**config.mk**
```make
export PLATFORM = sky130hd
export DESIGN_NAME = tmr8_unit
export DESIGN_NICKNAME = d
export VERILOG_FILES = /design/src/rtl/tmr8_pkg.sv /design/src/rtl/tmr8_tick_src.sv /design/src/rtl/tmr8_prescale.sv /design/src/rtl/tmr8_core.sv /design/src/rtl/tmr8_unit.sv
export SDC_FILE = /design/constraint.sdc
export NUM_CORES = 1
export LEC_CHECK = 0
export ABC_AREA = 1
export BUFFER_PORTS_ARGS = -buffer_cell sky130_fd_sc_hd__buf_2
export CORE_UTILIZATION = 61
export CTS_CLUSTER_SIZE = 24
export DETAILED_ROUTE_END_ITERATION = 10
export PLACE_DENSITY_LB_ADDON = 0.05
export SLEW_MARGIN = 20
export SYNTH_ARGS = -nofsm -noshare
export SYNTH_HDL_FRONTEND = slang
export SYNTH_SLANG_ARGS = --single-unit
```
**constraint.sdc**
```tcl
create_clock -name clk -period 3.2 [get_ports clk]
set_clock_uncertainty 0.05 [all_clocks]
set_input_delay 0.96 -clock clk [delete_from_list [all_inputs] [get_ports clk]]
set_output_delay 0.96 -clock clk [all_outputs]
set_load 0.05 [all_outputs]
```
**src/rtl/tmr8_pkg.sv**
```systemverilog
package tmr8_pkg;
    localparam int CNT_W   = 8;
    localparam int RATE_W  = 3;
    localparam int PRE_W   = 2 ** RATE_W;
    localparam int TICK_DIV = 4;
    localparam int ADDR_W  = 2;

    localparam logic [ADDR_W-1:0] A_COUNT = 2'd0;
    localparam logic [ADDR_W-1:0] A_CFG   = 2'd1;
    localparam logic [ADDR_W-1:0] A_CTRL  = 2'd2;

    typedef struct packed {
        logic              use_ext;
        logic              fall_edge;
        logic              bypass;
        logic [RATE_W-1:0] rate;
    } tmr_cfg_t;

    typedef struct packed {
        logic gie;
        logic ie;
    } tmr_en_t;

    localparam tmr_cfg_t CFG_RESET = '{use_ext: 1'b0, fall_edge: 1'b0,
                                       bypass: 1'b1, rate: '0};

    function automatic logic [PRE_W-1:0] div_last(input logic [RATE_W-1:0] r);
        logic [PRE_W:0] ratio;
        ratio = (PRE_W+1)'(2) << r;
        return PRE_W'(ratio - 1'b1);
    endfunction
endpackage

```
**src/rtl/tmr8_tick_src.sv**
```systemverilog
module tmr8_tick_src
    import tmr8_pkg::*;
(
    input  logic clk,
    input  logic rst,
    input  logic ext_in,
    input  logic use_ext,
    input  logic fall_edge,
    output logic src_tick
);
    localparam int PH_W = $clog2(TICK_DIV);

    logic [PH_W-1:0] phase_q;
    logic            int_tick;
    logic [2:0]      sync_q;
    logic            rise_p, fall_p, ext_tick;

    always_ff @(posedge clk) begin
        if (rst) phase_q <= '0;
        else     phase_q <= phase_q + 1'b1;
    end

    assign int_tick = (phase_q == PH_W'(TICK_DIV-1));

    always_ff @(posedge clk) begin
        if (rst) sync_q <= '0;
        else     sync_q <= {sync_q[1:0], ext_in};
    end

    assign rise_p   =  sync_q[1] & ~sync_q[2];
    assign fall_p   = ~sync_q[1] &  sync_q[2];
    assign ext_tick = fall_edge ? fall_p : rise_p;
    assign src_tick = use_ext ? ext_tick : int_tick;

    // internal ticks never come back to back
    a_r2_tick_spacing: assert property (@(posedge clk) disable iff (rst)
        int_tick |=> !int_tick);

    // an external edge yields a single-cycle pulse
    a_r3_single_pulse: assert property (@(posedge clk) disable iff (rst)
        ext_tick |=> !ext_tick);
endmodule

```
**src/rtl/tmr8_prescale.sv**
```systemverilog
module tmr8_prescale
    import tmr8_pkg::*;
(
    input  logic              clk,
    input  logic              rst,
    input  logic              src_tick,
    input  logic              bypass,
    input  logic [RATE_W-1:0] rate,
    input  logic              own_clr,
    input  logic              shared_clr,
    output logic              inc
);
    logic [PRE_W-1:0] div_q;
    logic             clr;
    logic             wrap;

    assign clr  = bypass ? shared_clr : own_clr;
    assign wrap = (div_q == div_last(rate));

    always_ff @(posedge clk) begin
        if (rst || clr)    div_q <= '0;
        else if (src_tick) div_q <= wrap ? '0 : div_q + 1'b1;
    end

    assign inc = bypass ? src_tick : (src_tick && wrap && !own_clr);

    // no increment without a source tick
    a_r4_inc_needs_tick: assert property (@(posedge clk) disable iff (rst)
        inc |-> src_tick);

    // a neighbour clear while the divider is owned leaves it running
    a_r7_shared_ignored: assert property (@(posedge clk) disable iff (rst)
        (!bypass && !own_clr && !src_tick) |=> $stable(div_q));
endmodule

```
**src/rtl/tmr8_core.sv**
```systemverilog
module tmr8_core
    import tmr8_pkg::*;
(
    input  logic             clk,
    input  logic             rst,
    input  logic             inc,
    input  logic             load,
    input  logic [CNT_W-1:0] load_val,
    input  logic             flag_clr,
    output logic [CNT_W-1:0] count,
    output logic             ovf_flag
);
    logic wrap_hit;

    assign wrap_hit = inc && !load && (count == {CNT_W{1'b1}});

    always_ff @(posedge clk) begin
        if (rst)       count <= '0;
        else if (load) count <= load_val;
        else if (inc)  count <= count + 1'b1;
    end

    always_ff @(posedge clk) begin
        if (rst)           ovf_flag <= 1'b0;
        else if (wrap_hit) ovf_flag <= 1'b1;
        else if (flag_clr) ovf_flag <= 1'b0;
    end

    // a load lands on the next edge
    a_r1_load: assert property (@(posedge clk) disable iff (rst)
        load |=> count == $past(load_val));

    // without a load the count holds or steps by one
    a_r1_step: assert property (@(posedge clk) disable iff (rst)
        !load |=> (count == $past(count) || count == CNT_W'($past(count) + 1'b1)));

    // the flag rises only on a wrap from all-ones to zero
    a_r8_flag_on_wrap: assert property (@(posedge clk) disable iff (rst)
        $rose(ovf_flag) |-> (count == '0 && $past(count) == {CNT_W{1'b1}}));
endmodule

```
**src/rtl/tmr8_unit.sv**
```systemverilog
module tmr8_unit
    import tmr8_pkg::*;
(
    input  logic              clk,
    input  logic              rst,
    input  logic              bus_we,
    input  logic [ADDR_W-1:0] bus_addr,
    input  logic [CNT_W-1:0]  bus_wdata,
    output logic [CNT_W-1:0]  bus_rdata,
    input  logic              ext_in,
    input  logic              shared_clr,
    output logic              irq
);
    tmr_cfg_t         cfg_q;
    tmr_en_t          en_q;
    logic             wr_cnt, wr_cfg, wr_ctrl;
    logic             src_tick, inc;
    logic [CNT_W-1:0] count;
    logic             ovf_flag;

    assign wr_cnt  = bus_we && (bus_addr == A_COUNT);
    assign wr_cfg  = bus_we && (bus_addr == A_CFG);
    assign wr_ctrl = bus_we && (bus_addr == A_CTRL);

    always_ff @(posedge clk) begin
        if (rst) begin
            cfg_q <= CFG_RESET;
            en_q  <= '0;
        end else begin
            if (wr_cfg)  cfg_q <= tmr_cfg_t'(bus_wdata[$bits(tmr_cfg_t)-1:0]);
            if (wr_ctrl) en_q  <= tmr_en_t'(bus_wdata[2:1]);
        end
    end

    tmr8_tick_src u_src (
        .clk       (clk),
        .rst       (rst),
        .ext_in    (ext_in),
        .use_ext   (cfg_q.use_ext),
        .fall_edge (cfg_q.fall_edge),
        .src_tick  (src_tick)
    );

    tmr8_prescale u_pre (
        .clk        (clk),
        .rst        (rst),
        .src_tick   (src_tick),
        .bypass     (cfg_q.bypass),
        .rate       (cfg_q.rate),
        .own_clr    (wr_cnt),
        .shared_clr (shared_clr),
        .inc        (inc)
    );

    tmr8_core u_core (
        .clk      (clk),
        .rst      (rst),
        .inc      (inc),
        .load     (wr_cnt),
        .load_val (bus_wdata),
        .flag_clr (wr_ctrl && !bus_wdata[0]),
        .count    (count),
        .ovf_flag (ovf_flag)
    );

    always_comb begin
        unique case (bus_addr)
            A_COUNT: bus_rdata = count;
            A_CFG:   bus_rdata = CNT_W'(cfg_q);
            A_CTRL:  bus_rdata = CNT_W'({en_q, ovf_flag});
            default: bus_rdata = '0;
        endcase
    end

    assign irq = ovf_flag && en_q.ie && en_q.gie;

    // interrupt never fires without the flag
    a_r9_irq_needs_flag: assert property (@(posedge clk) disable iff (rst)
        irq |-> ovf_flag);
endmodule

```
==> flow_summary_export.csv, run 1 <==
group,metric,value,unit
global_route,grt_busiest_layer,"met2",
sta,period_share,0.913,
clocking,root_buffer,"clkbuf_4",
placement,placed_area,1880,um2
placement,port-buffer-count,23,
clocking,clockBufferDepth,2,
sta,max-slew-margin-rel,0.796,
finish,multi_input_comb_area,986,um2
setup_path,reg2reg_slack,1.02,ns
sta,report.final.hold_viol_count,0,
setup_path,startpoint_type,"input port",
logic_synthesis,syn_inst,262,
global_route,grt_max_degree,17,
clocking,cts_tree,"yes",
setup_path,critPathMaxFanout,6,
global_route,gr-total-overflow,0,
finish,register_area,601,um2
floorplan,die-width,55.7,um
global_route,grt_pass1_vias,1529,
drt,antenna_left,0,
setup_path,rr_endpoint,"u_core.count[5]$_SDFFE_PP0P_",
clocking,cts_buffers,5,
floorplan,num_io_pins,24,
logic_synthesis,ys_warn_count,0,
worst_hold_path,min_from,"u_src.sync_q[0]$_SDFF_PP0_",
placement,dp_cells,313,
setup_path,slowest_delay,0.28,ns
floorplan,die_height,55.7,um
worst_hold_path,hold_class,"reg2reg",
sta,drv_slew,0,
sta,tightest_slew,0.306,ns
finish,final_common_cell,"nand2_1",
drt,routed-via-count,1738,
finish,final_cell_mix,"nand2_1 (60), dfxtp_1 (30), inv_1 (28)",
finish,utilization,0.712,
clocking,path_clk_slew,0.09,ns
global_route,track_usage,0.261,
setup_path,required,2.19,ns
finish,syn_to_final_growth,10.7,%
placement,gp_congestion,0.866,
setup_path,cp.arrival,1.91,ns
clocking,htreeDepth,2,
job,max_cap_viol_count,0,
sta,finalCriticalPeriod,2.92,ns
sta,holdWs,0.361,ns
drt,dr.pass1.iters,4,
clocking,hold_buffers,0,
clocking,cts_resized,0,
placement,place_ws,0.289,ns
logic_synthesis,synth_area,1760,um2
finish,nNetsFinal,308,
floorplan,start_util,0.643,
clocking,post_cts_buffers,0,
sta,rsz0062_at_grt,"false",
finish,postLayoutCellArea,1950,um2
drt,wl,3.78,mm
finish,drive_above_1_share,0.176,
setup_path,crit_chain,"buf_2 -> nor2_2 -> inv_2 -> o22ai_1 -> buf_2",
logic_synthesis,synth_cell_types,35,
power,finalPower,0.768,mW
logic_synthesis,synth-seq-cells,30,
drt,vias_per_cell,5.41,
logic_synthesis,syn_area_per_cell,6.71,um2
global_route,met3_usage,0.0744,
clocking,clock_latency,0.34,ns
drt,drc,0,
sta,fin_ws,0.278,ns
setup_path,endpoint,"bus_rdata[3]",
floorplan,num_rows,19,
power,worst_ir_drop_vdd,0.369,mV
finish,nFillCells,246,
finish,final_cells,321,
drt,drtIter0Drc,73,
floorplan,core_area,2730,um2
placement,hpwl,2.82,mm
power,p_leak,0.811,nW
outcome,status,"finished, final reports clean",
logic_synthesis,seq_area_frac_synth,0.342,
setup_path,end_kind,"primary output",
power,power_density,395,nW/um2
global_route,grt_pass1_wl,6.39,mm
global_route,gr-usage-met2,0.420,
clocking,numClockSinks,30,
sta,finalSetupTns,0,ns
drt,wl_per_cell,11.8,um
setup_path,reg2reg_from,"cfg_q[1]$_SDFFE_PP0P_",
setup_path,crit_path_top_delay_cell,"buf_2",
sta,fmax,342,MHz
setup_path,path_class,"in2out",
sta,setup_violations,0,
setup_path,crit_start,"bus_addr[1]",
finish,diodes,0,
setup_path,reg2reg_depth,14,
logic_synthesis,synth_nets,281,
floorplan,dieArea,3100,um2
global_route,antenna_found_initial,0,
setup_path,path_common_cell,"buf_2",
global_route,use_met1,0.334,
==> worst max-delay path: cells and delay by family <==
| kind | cells | cell delay, ns |
|---|---|---|
| simple gates | 1 | 0.26 |
| buf+inv | 3 | 0.52 |
| compound gates | 1 | 0.16 |
==> layer usage <==
metal  up-vias  routed length, um
met5         -                  0
met4         0                 40
met3         4                256
met2        50               1720
met1       777               1770
li1        907                  -
==> how the worst min path moves through the flow <==
stage,cells after the start,slack (ns),to
after CTS,2,0.36,u_src.sync_q[1]$_SDFF_PP0_
after detailed placement,2,0.35,u_src.sync_q[1]$_SDFF_PP0_
after global placement,2,0.34,u_src.sync_q[1]$_SDFF_PP0_
after floorplan,2,0.34,u_src.sync_q[1]$_SDFF_PP0_
after global routing,2,0.40,u_src.sync_q[1]$_SDFF_PP0_
final,2,0.36,u_src.sync_q[1]$_SDFF_PP0_
==> registers in the layout (all words and copies together) (netlist names) <==
signal           count
u_src.phase_q        2
u_core.ovf_flag      1
en_q                 2
u_src.sync_q         3
u_core.count         8
u_pre.div_q          8
cfg_q                6
==> layout make-up <==
type / count / share of cell area
sequential: 30 / 0.309
inverter: 35 / 0.0688
clock inverter: 2 / 0.00643
tap: 31 / 0.0199
clock buffer: 6 / 0.0264
multi-input combinational: 193 / 0.507
timing repair buffer: 24 / 0.0630
==> synth_stat cells, drive strengths merged <==
cell | number | area (um2)
or2 | 1 | 6.26
nand4 | 4 | 25.0
nor3b | 2 | 15.0
o21bai | 2 | 15.0
nand3 | 25 | 125
a31oi | 1 | 6.26
buf | 2 | 18.8
dfxtp | 30 | 601
nand3b | 1 | 7.51
clkbuf | 2 | 18.8
o21ai | 19 | 95.1
nor3 | 2 | 10.0
o22ai | 1 | 6.26
clkinv | 1 | 3.75
nand2 | 66 | 273
ha | 4 | 50.1
nor4 | 1 | 6.26
xnor2 | 1 | 8.76
nor2 | 30 | 130
o211ai | 4 | 30.0
o21a | 1 | 7.51
xor2 | 6 | 52.6
inv | 34 | 130
a211oi | 1 | 7.51
a21oi | 21 | 109
==> kinds of logic after synthesis <==
group	Yosys count	synth area share
AO/OA/AOI/OAI	50	0.157
AND/OR/NAND/NOR	132	0.340
buffers and inverters	39	0.0975
flip-flops	30	0.342
XOR/XNOR	7	0.0349
adder cells (fa/ha/maj)	4	0.0285
==> power by group <==
| part | internal (mW) | total [mW] | switching [mW] |
|---|---|---|---|
| combinational | 0.0430 | 0.132 | 0.0886 |
| sequential | 0.386 | 0.396 | 0.0105 |
| clock | 0.105 | 0.240 | 0.135 |
| total | 0.534 | 0.768 | 0.234 |
No activity file was read; power rests on OpenSTA's default activity.
==> run 2, diff against run 1 <==
PLACE_DENSITY_LB_ADDON = 0.3   (was 0.05)
==> flow_summary_export.csv, run 2 (synthesis results as in run 1) <==
group,metric,value,unit
setup_path,startpoint_type,"input port",
drt,drc,0,
drt,wl,3.67,mm
worst_hold_path,hold_class,"reg2reg",
outcome,status,"finished, final reports clean",
setup_path,critPathMaxFanout,6,
global_route,grt_pass1_wl,6.35,mm
power,worst_ir_drop_vdd,0.309,mV
sta,finalCriticalPeriod,2.93,ns
finish,diodes,0,
finish,top_regs,"u_core.count: 8 flops, u_pre.div_q: 8 flops, cfg_q: 6 flops",
floorplan,die-width,55.7,um
finish,multi_input_comb_area,986,um2
power,finalPower,0.770,mW
finish,nNetsFinal,308,
drt,routed-via-count,1727,
drt,vias_per_cell,5.38,
power,power_density,396,nW/um2
setup_path,crit_path_top_delay_cell,"buf_2",
setup_path,crit_chain,"buf_2 -> nor2_2 -> inv_2 -> o22ai_1 -> buf_2",
floorplan,core_area,2730,um2
clocking,path_clk_slew,0.09,ns
power,p_leak,0.811,nW
floorplan,dieArea,3100,um2
drt,antenna_left,0,
clocking,root_buffer,"clkbuf_4",
finish,final_cell_mix,"nand2_1 (60), dfxtp_1 (30), inv_1 (28)",
global_route,grt_pass1_vias,1503,
sta,max-slew-margin-rel,0.804,
global_route,grt_max_degree,17,
power,netSwitchingFraction,0.306,
global_route,antenna_found_initial,0,
setup_path,crit_buf_inv,3,
finish,postLayoutCellArea,1950,um2
finish,nFillCells,252,
job,max_cap_viol_count,0,
finish,syn_to_final_growth,10.7,%
clocking,cts_tree,"yes",
floorplan,die_height,55.7,um
setup_path,slowest_delay,0.28,ns
clocking,cts_resized,0,
sta,holdWs,0.359,ns
setup_path,cp.arrival,1.92,ns
global_route,track_usage,0.259,
setup_path,end_kind,"primary output",
sta,tightest_slew,0.292,ns
setup_path,crit_family,"buffers and inverters",
finish,drive_above_1_share,0.176,
clocking,hold_buffers,0,
sta,fmax,341,MHz
clocking,post_cts_buffers,0,
sta,rsz0062_at_grt,"false",
floorplan,num_io_pins,24,
power,clkPwrFrac,0.314,
power,p_int,0.534,mW
placement,placed_area,1880,um2
sta,drv_slew,0,
sta,period_share,0.916,
placement,hpwl,2.80,mm
finish,register_area,601,um2
clocking,cts_buffers,5,
sta,report.final.hold_viol_count,0,
placement,gp_congestion,0.973,
placement,port-buffer-count,23,
drt,dr.pass1.iters,4,
clocking,clock_latency,0.33,ns
drt,wl_per_cell,11.4,um
clocking,clockBufferDepth,2,
clocking,htreeDepth,2,
floorplan,start_util,0.643,
sta,setup_violations,0,
floorplan,num_rows,19,
power,p_comb_frac,0.170,
setup_path,path_common_cell,"buf_2",
finish,final_common_cell,"nand2_1",
global_route,gr-total-overflow,0,
setup_path,path_class,"in2out",
drt,drtIter0Drc,87,
clocking,numClockSinks,30,
power,p_sw,0.235,mW
setup_path,required,2.19,ns
power,p_seq_frac,0.516,
-- run 2: tightest hold or removal path, stage by stage (launching register included) --
cell and delay, ns:
dfxtp_1 0.31, inv_1 0.04, nor2_1 0.03
-- run 2: power by group through the flow --
stage	combinational, mW	clock [mW]	sequential (mW)
finish	0.131	0.242	0.397
global route	0.147	0.263	0.399
CTS	0.130	0.253	0.397
detailed placement	0.130	0	0.405
global placement	0.127	0	0.405
floorplan	0.0997	0	0.403
-- run 2: path summary, 6_finish.rpt --
check                              from                           end  slack, ns  depth (start not counted)
max                         bus_addr[1]                  bus_rdata[3]       0.27                          5
min          u_src.sync_q[0]$_SDFF_PP0_    u_src.sync_q[1]$_SDFF_PP0_       0.36                          2
max reg2reg       cfg_q[1]$_SDFFE_PP0P_  u_core.count[2]$_SDFFE_PP0P_       0.98                         15
min reg2reg  u_src.sync_q[0]$_SDFF_PP0_    u_src.sync_q[1]$_SDFF_PP0_       0.36                          2
-- run 2: layer usage --
metal  GRT usage  up-vias  share of wire
met5           0        -              0
met4      0.0929        0          0.011
met3      0.0558        5          0.065
met2       0.420       53           0.46
met1       0.341      755           0.46
li1            -      914              -
-- run 2: area by class of cell --
cell class	count	area share
flip-flops and latches	30	0.309
clock buffers	6	0.0264
well taps	31	0.0199
repair buffers	24	0.0630
clock inverters	2	0.00643
inverters	35	0.0688
multi-input cells	193	0.507
-- run 2: per-stage QoR --
stage | setup WS [ns] | util | std cells | setup TNS (ns)
floorplan | -0.0948 | - | 262 | -0.190
global placement | 0.292 | 0.688 | 313 | 0
detailed placement | 0.267 | 0.688 | 313 | 0
CTS | 0.263 | 0.712 | 321 | 0
global route | 0.217 | 0.712 | 321 | 0
finish | 0.267 | 0.712 | 321 | 0
==> run 3, diff against run 2 <==
==> constraint.sdc (replaced) <==
create_clock -name clk -period 3.2 [get_ports clk]
set_clock_uncertainty 0.05 [all_clocks]
set_input_delay 0.48 -clock clk [delete_from_list [all_inputs] [get_ports clk]]
set_output_delay 0.48 -clock clk [all_outputs]
set_load 0.05 [all_outputs]
==> flow_summary_export.csv, run 3 (synthesis results as in run 1) <==
group,metric,value,unit
outcome,status,"finished, final reports clean",
worst_hold_path,min_path_cells,3,
finish,syn_to_final_growth,10.0,%
power,power_density,393,nW/um2
setup_path,reg2reg_slack,1.05,ns
setup_path,critPathMaxFanout,9,
clocking,root_buffer,"clkbuf_4",
drt,vias_per_cell,5.47,
setup_path,reg2reg_from,"cfg_q[1]$_SDFFE_PP0P_",
setup_path,reg2reg_depth,15,
power,p_leak,0.807,nW
floorplan,core_area,2730,um2
floorplan,die-width,55.7,um
worst_hold_path,hold_class,"in2reg",
sta,holdWs,0.295,ns
sta,tightest_slew,0.365,ns
finish,final_cells,320,
clocking,numClockSinks,30,
placement,hpwl,2.85,mm
clocking,clock_latency,0.33,ns
finish,nNetsFinal,307,
worst_hold_path,min_to,"u_src.sync_q[0]$_SDFF_PP0_",
placement,place_ws,0.999,ns
setup_path,required,3.42,ns
global_route,track_usage,0.256,
sta,drv_slew,0,
floorplan,num_rows,19,
clocking,clockBufferDepth,2,
power,p_int,0.534,mW
global_route,grt_max_degree,17,
floorplan,num_io_pins,24,
setup_path,end_kind,"flip-flop",
finish,register_area,601,um2
drt,dr.pass1.iters,4,
finish,drive_above_1_share,0.170,
drt,drtIter0Drc,77,
sta,fmax,465,MHz
power,clkPwrFrac,0.310,
clocking,cts_tree,"yes",
drt,wl,3.74,mm
sta,period_share,0.672,
finish,nFillCells,249,
sta,max-slew-margin-rel,0.756,
floorplan,die_height,55.7,um
global_route,antenna_found_initial,0,
sta,setup_violations,0,
setup_path,cp.arrival,2.37,ns
drt,routed-via-count,1751,
clocking,htreeDepth,2,
clocking,hold_buffers,0,
drt,drc,0,
placement,placed_area,1870,um2
clocking,cts_buffers,5,
setup_path,path_class,"reg2reg",
clocking,post_cts_buffers,0,
sta,fin_ws,1.05,ns
sta,rsz0062_at_grt,"false",
placement,port-buffer-count,23,
power,p_comb_frac,0.169,
clocking,cts_resized,0,
clocking,path_clk_slew,0.09,ns
placement,gp_congestion,0.888,
sta,report.final.hold_viol_count,0,
finish,top_regs,"u_core.count: 8 flops, u_pre.div_q: 8 flops, cfg_q: 6 flops",
global_route,gr-total-overflow,0,
drt,wl_per_cell,11.7,um
finish,multi_input_comb_area,986,um2
job,max_cap_viol_count,0,
finish,final_cell_mix,"nand2_1 (60), dfxtp_1 (30), inv_1 (28)",
finish,diodes,0,
finish,final_common_cell,"nand2_1",
power,p_sw,0.226,mW
sta,finalCriticalPeriod,2.15,ns
finish,postLayoutCellArea,1930,um2
setup_path,startpoint_type,"flip-flop",
placement,dp_cells,312,
sta,finalSetupTns,0,ns
power,netSwitchingFraction,0.298,
power,worst_ir_drop_vdd,0.297,mV
global_route,grt_pass1_vias,1559,
drt,antenna_left,0,
worst_hold_path,min_from,"ext_in",
global_route,grt_pass1_wl,6.30,mm
setup_path,rr_endpoint,"u_core.count[5]$_SDFFE_PP0P_",
floorplan,start_util,0.643,
power,p_seq_frac,0.521,
floorplan,dieArea,3100,um2
-- run 3: changes by cell type in the layout (fill, tap and decap cells not counted), sizes merged --
cell / change
clkbuf: +1
clkinvlp: -1
buf: -1
-- run 3: how the worst max path moves through the flow --
| stage | cells after the start | to | start | slack [ns] |
|---|---|---|---|---|
| after floorplan | 4 | bus_rdata[4] | bus_addr[0] | 0.87 |
| after global placement | 11 | u_pre.div_q[3]$_SDFFE_PP0P_ | bus_addr[1] | 1.09 |
| after detailed placement | 11 | u_pre.div_q[6]$_SDFFE_PP0P_ | bus_addr[1] | 1.0 |
| after CTS | 15 | u_core.count[5]$_SDFFE_PP0P_ | cfg_q[1]$_SDFFE_PP0P_ | 1.07 |
| after global routing | 15 | u_core.count[6]$_SDFFE_PP0P_ | cfg_q[1]$_SDFFE_PP0P_ | 0.75 |
| final | 15 | u_core.count[5]$_SDFFE_PP0P_ | cfg_q[1]$_SDFFE_PP0P_ | 1.05 |
-- run 3: through the flow --
step,util,total power [mW]
finish,0.708,0.761
floorplan,-,0.502
CTS,0.708,0.765
detailed placement,0.686,0.533
global placement,0.686,0.530
global route,0.708,0.801
-- run 3: critical path: stages (launching register included) --
cell	delay (ns)
dfxtp_1	0.47
inv_2	0.10
nand3_1	0.10
ha_1	0.25
inv_1	0.08
nand2_1	0.09
nand2_1	0.05
o21bai_1	0.11
nand2_1	0.07
nor2_2	0.12
nand2_1	0.09
nand2_2	0.09
nand2_4	0.09
nand2_4	0.13
nand2_1	0.07
a21oi_1	0.13
-- run 3: power groups by stage --
stage	clock network (mW)	logic, mW	registers (mW)
finish	0.236	0.128	0.396
global route	0.258	0.145	0.398
CTS	0.241	0.128	0.396
detailed placement	0	0.128	0.405
global placement	0	0.125	0.405
floorplan	0	0.0997	0.403
-- run 3: final cells by class --
| type | instances | share of cell area |
|---|---|---|
| sequential | 30 | 0.310 |
| tap | 31 | 0.0201 |
| inverter | 35 | 0.0692 |
| clock buffer | 7 | 0.0285 |
| multi-input combinational | 193 | 0.510 |
| clock inverter | 1 | 0.00259 |
| timing repair buffer | 23 | 0.0595 |
-- run 3: metal layers --
layer	vias to the layer above	part of all wire	global-route usage
met4	0	0.015	0.104
met2	50	0.46	0.430
li1	915	-	-
met3	7	0.068	0.0744
met5	-	0	0
met1	779	0.45	0.305
